<file path="config.mk">
export PLATFORM = sky130hd
export DESIGN_NAME = i2s_split_dac
export DESIGN_NICKNAME = d
export VERILOG_FILES = /design/src/rtl/i2s_split_dac.sv
export SDC_FILE = /design/constraint.sdc
export NUM_CORES = 1
export LEC_CHECK = 0
export ABC_AREA = 1
export BUFFER_PORTS_ARGS = -buffer_cell sky130_fd_sc_hd__buf_2
export CAP_MARGIN = 20
export CORE_UTILIZATION = 55
export DETAILED_ROUTE_END_ITERATION = 8
export PLACE_DENSITY = 0.71
export SETUP_SLACK_MARGIN = 0.5
export SLEW_MARGIN = 10
export SYNTH_ARGS = -nofsm -noshare
export SYNTH_HDL_FRONTEND = slang
export SYNTH_SLANG_ARGS = --single-unit
</file>
<file path="constraint.sdc">
create_clock -name clk -period 2.97 [get_ports clk]
set_input_delay 0.594 -clock clk [delete_from_list [all_inputs] [get_ports clk]]
set_output_delay 0.594 -clock clk [all_outputs]
set_load 0.02 [all_outputs]
</file>
<file path="src/rtl/i2s_split_dac.sv">
module i2s_split_dac #(
  parameter int WORD_W  = 24,
  parameter int OUT_DIV = 2
) (
  input  logic clk,
  input  logic rst,
  input  logic i2s_bclk,
  input  logic i2s_ws,
  input  logic i2s_sd,
  output logic dac_bclk_l,
  output logic dac_bclk_r,
  output logic dac_le,
  output logic dac_sd
);
  localparam int CW = $clog2(WORD_W + 1);
  localparam int PW = $clog2(2 * WORD_W);
  localparam int DW = (OUT_DIV > 1) ? $clog2(OUT_DIV) : 1;

  typedef enum logic [1:0] {IDLE, SHIFT, TAIL} st_t;

  logic [2:0] bclk_q;
  logic [1:0] ws_q, sd_q;
  logic       rise;

  always_ff @(posedge clk) begin
    if (rst) begin
      bclk_q <= '0;
      ws_q   <= '0;
      sd_q   <= '0;
    end else begin
      bclk_q <= {bclk_q[1:0], i2s_bclk};
      ws_q   <= {ws_q[0], i2s_ws};
      sd_q   <= {sd_q[0], i2s_sd};
    end
  end

  assign rise = bclk_q[1] & ~bclk_q[2];

  logic [WORD_W-1:0] sh_in, sh_app, aligned, l_word, l_hold, r_hold;
  logic [CW-1:0]     cnt, n_app;
  logic              ws_prev, synced, have_l, frame_rdy;

  always_comb begin
    sh_app  = (cnt < CW'(WORD_W)) ? {sh_in[WORD_W-2:0], sd_q[1]} : sh_in;
    n_app   = (cnt < CW'(WORD_W)) ? cnt + 1'b1 : CW'(WORD_W);
    aligned = sh_app << (CW'(WORD_W) - n_app);
  end

  always_ff @(posedge clk) begin
    if (rst) begin
      sh_in     <= '0;
      cnt       <= '0;
      ws_prev   <= 1'b0;
      synced    <= 1'b0;
      have_l    <= 1'b0;
      frame_rdy <= 1'b0;
      l_word    <= '0;
      l_hold    <= '0;
      r_hold    <= '0;
    end else begin
      frame_rdy <= 1'b0;
      if (rise) begin
        ws_prev <= ws_q[1];
        if (ws_q[1] != ws_prev) begin
          sh_in  <= '0;
          cnt    <= '0;
          synced <= 1'b1;
          if (!ws_prev) begin
            l_word <= aligned;
            have_l <= synced;
          end else begin
            have_l <= 1'b0;
            if (have_l) begin
              l_hold    <= l_word;
              r_hold    <= aligned;
              frame_rdy <= 1'b1;
            end
          end
        end else if (cnt < CW'(WORD_W)) begin
          sh_in <= sh_app;
          cnt   <= n_app;
        end
      end
    end
  end

  st_t                state;
  logic [2*WORD_W-1:0] osh;
  logic [PW-1:0]       pos;
  logic [DW-1:0]       div;
  logic                half, pend, tick;

  assign tick   = (div == DW'(OUT_DIV - 1));
  assign dac_sd = osh[2*WORD_W-1];

  always_ff @(posedge clk) begin
    if (rst) begin
      state      <= IDLE;
      osh        <= '0;
      pos        <= '0;
      div        <= '0;
      half       <= 1'b0;
      pend       <= 1'b0;
      dac_bclk_l <= 1'b0;
      dac_bclk_r <= 1'b0;
      dac_le     <= 1'b1;
    end else begin
      pend <= frame_rdy | (pend & (state != IDLE));
      if (state != IDLE) div <= tick ? '0 : div + 1'b1;
      case (state)
        IDLE: if (pend) begin
          osh   <= {l_hold, r_hold};
          pos   <= '0;
          half  <= 1'b0;
          div   <= '0;
          state <= SHIFT;
        end
        SHIFT: if (tick) begin
          if (!half) begin
            half <= 1'b1;
            if (pos < PW'(WORD_W)) dac_bclk_l <= 1'b1;
            else                   dac_bclk_r <= 1'b1;
          end else begin
            half       <= 1'b0;
            dac_bclk_l <= 1'b0;
            dac_bclk_r <= 1'b0;
            if (pos == PW'(WORD_W)) dac_le <= 1'b1;
            if (pos == PW'(2*WORD_W-1)) state <= TAIL;
            else begin
              pos <= pos + 1'b1;
              osh <= {osh[2*WORD_W-2:0], 1'b0};
            end
          end
        end
        TAIL: if (tick) begin
          dac_le <= 1'b0;
          state  <= IDLE;
        end
        default: state <= IDLE;
      endcase
    end
  end

  p_reset_idle_r1: assert property (@(posedge clk)
    rst |=> (!dac_bclk_l && !dac_bclk_r && dac_le));

  p_one_clock_r5: assert property (@(posedge clk) disable iff (rst)
    !(dac_bclk_l && dac_bclk_r));

  p_sd_stable_r6: assert property (@(posedge clk) disable iff (rst)
    (dac_bclk_l || dac_bclk_r) |-> $stable(dac_sd));

  p_le_rise_r4: assert property (@(posedge clk) disable iff (rst)
    $rose(dac_le) |-> $fell(dac_bclk_r));

  p_le_fall_r4: assert property (@(posedge clk) disable iff (rst)
    $fell(dac_le) |-> (!dac_bclk_l && !dac_bclk_r && $past(!dac_bclk_r)));
endmodule

</file>
==> impl_metrics.yaml <==
outcome:
  status: "finished clean"
setup_path:
  crit_top_cell: "nand3_1"
  start_kind: "register"
  r2r_end: "r_hold[13]"
  cp_slowest_stage_delay_ps: 390
  reg2reg_depth: 11
  regToRegSetupSlack_ps: 700
  worst-setup-path-type: "register to register"
  cp_cell_sequence: "ha_1, nand2_1, ha_1, inv_1, nand4_1, nand2_2, nand3_1, nand3_1, nand3_1, o211ai_1, inv_1"
  worstSetupEndpointType: "register"
  path_max_fanout: 24
  worst_path_max_delay_cell: "nand2_2"
  crit_arrival_ps: 2590
  required_ps: 3290
  r2r-start: "cnt[0]"
cts:
  cts.clk_slew.worst_paths_ps: 70
  cts_tree: "done"
  cts-root-buf: "clkbuf_16"
  numCtsBuffers: 17
  htree_levels: 4
  cts_hold_buf: 0
  cts_sinks: 174
  insertion_delay_ps: 430
  clk_path_buf_depth: 2
grt:
  grt_pass1_vias: 6484
  grt_overflow: 0
  grt_usage: 0.2679
  grt_pass1_wl_mm: 31.84
  grt_antenna_before_repair: 0
  grt_max_degree: 95
sta:
  period_minus_slack_ps: 2270
  slew_headroom: 0.4727
  tns_ps: 0
  period_share: 0.7642
  max_freq_mhz: 440.6
  drv_slew: 0
  skew_ps: 6.929
  rsz0062_at_grt: "false"
  hold_viol_final: 0
  setup_viol: 0
  worst_pin_slew_ps: 790.9
route:
  drc_errors: 0
  viasPerCell: 5.653
  routed_wl_mm: 19.66
  first_iter_violations: 650
  detail_route.wl_per_cell_um: 14.67
  dr.pass1.iters: 6
  vias: 7575
  ant_nets: 0
final_layout:
  nNetsFinal: 1152
  layout-drive-gt1-share: 0.08218
  antenna_cells: 0
  final_cells: 1340
  synthToLayoutAreaGrowth_pct: 8.698
synthesis:
  syn_area_sq_mm: 0.008128
  synth.top_cells.by_area: "dfxtp_1 43%, nand2_1 13%, nand3_1 10%"
  synth_cell_types: 37
  syn_nets: 1181
  synth_seq_cells: 174
  seq_area_frac_synth: 0.4286
  yosysTopAreaCellShare: 0.4286
  synth_cells: 1172
  yosys_warnings: 0
  synth.avg_cell_area_sq_um: 6.935
  yosysTopAreaCell: "dfxtp_1"
floorplan:
  num_rows: 44
  die_w_um: 123.6
  io_pins: 9
  core-area_sq_mm: 0.01448
  start_util: 0.5614
  die_h_um: 123.6
  die-area_sq_mm: 0.01527
power:
  ir_drop_mv: 0.4303
  powerDensity_mw_per_mm2: 651.2
  p_leak_uw: 0.003603
min_path:
  hp-start: "i2s_ws"
  hold_path_class: "input port to register"
  holdPathEnd: "ws_q[0]"
  whs_path_depth: 3
place:
  place_inst: 1302
  dp_hpwl_mm: 12.55
  place.gp.congestion: 1.009
  port_buffers: 8
flow_run:
  maxCapViolations: 0
==> worst max path at each step <==
stage           start         end  slack (ps)  cells past startpoint
4_1_cts        cnt[0]  r_hold[10]         510                     11
3_5_place_dp   cnt[0]  r_hold[14]         530                     11
5_1_grt           div     osh[27]         510                      9
2_1_floorplan  cnt[4]  l_word[14]         830                     14
6_report       cnt[0]  r_hold[13]         700                     11
3_3_place_gp   cnt[0]  r_hold[14]         570                     11
==> cells by family after synthesis <==
logic type,share of synthesized area
adder cells (fa/ha/maj),0.006158
AO/OA/AOI/OAI,0.1695
buffers and inverters,0.08667
flip-flops,0.4286
AND/OR/NAND/NOR,0.3091
==> synth_stat cells, drive strengths merged <==
cell and n:
nand2 291, a21oi 64, or2 4, nand4 3
nand3b 2, nor2 112, dfxtp 174, buf 36
o211ai 15, a211oi 3, nand3 167, inv 77
o21ai 118, clkbuf 43, o32ai 1, clkinv 2
nor3 7, ha 4, a31oi 47, nor3b 1
o2111ai 1
==> cells in the final DEF (no fill, tap or decap), types with 4 or more instances in the layout <==
cell	netlist	final
ha_1	4	4
buf_4	8	20
clkinvlp_4	0	4
nor2_1	104	104
inv_1	70	70
nand2_1	286	286
nor2_2	6	5
nand3_1	166	166
clkbuf_16	0	17
o21ai_0	109	109
inv_2	7	8
a21oi_1	63	63
a31oi_1	47	47
buf_2	19	8
clkbuf_8	0	5
o21ai_1	6	6
dfxtp_1	174	174
o211ai_1	14	14
nor3_1	6	6
==> area by class of cell <==
type,instances,area (sq um)
clock buffers,22,494.2
clock inverters,10,125.1
fillers,1368,5644
inverters,79,300.3
multi-input cells,840,3951
flip-flops and latches,174,3483
well taps,184,230.2
repair buffers,31,250.2
==> per-stage QoR <==
step                      cell area (sq um)  worst slack, ps  hold slack, ps  power, uW    util
after global routing                   8835            506.8           360.9       6015  0.6102
after floorplan                        8128            828.9           388.3       3325       -
final                                  8835            700.3           361.8       5754  0.6102
after detailed placement               8154            525.8           394.5       3461  0.5632
after global placement                 8154            568.3           396.4       3446  0.5632
after CTS                              8773            507.2           351.7       5761  0.6059
==> power by group <==
group	leakage (uW)	switching [uW]	internal, uW
combinational	0.00190	589	256
sequential	0.00141	86.5	2510
clock	0.000297	954	1360
==> worst max-delay path, delay by kind of cell, from the launching register on <==
| kind | cells | cell delay [ps] |
|---|---|---|
| buffers and inverters | 2 | 140 |
| DFF | 1 | 320 |
| adders and majority gates | 2 | 530 |
| AOI/OAI and AO/OA | 1 | 110 |
| and+or+nand+nor | 6 | 1050 |
==> metal layers <==
layer / global-route usage / share of wire
met1: 0.3647 / 0.48
met2: 0.4166 / 0.45
met3: 0.05074 / 0.041
met4: 0.1077 / 0.027
met5: 0 / 0
==> what timing repair did <==
item / 4_1_cts / 5_1_grt
setup endpoints to repair: 0 / 42
resized for setup: 0 / 1
buffers inserted: 0 / 6
==> sequential cells by signal, summed over array words and instances (netlist names), 2 cells and up <==
signal	cells
pos	6
osh	48
bclk_q	3
l_hold	24
l_word	24
cnt	5
r_hold	24
ws_q	2
sh_in	24
sd_q	2
state	2
(Power assumes the default switching activity.)
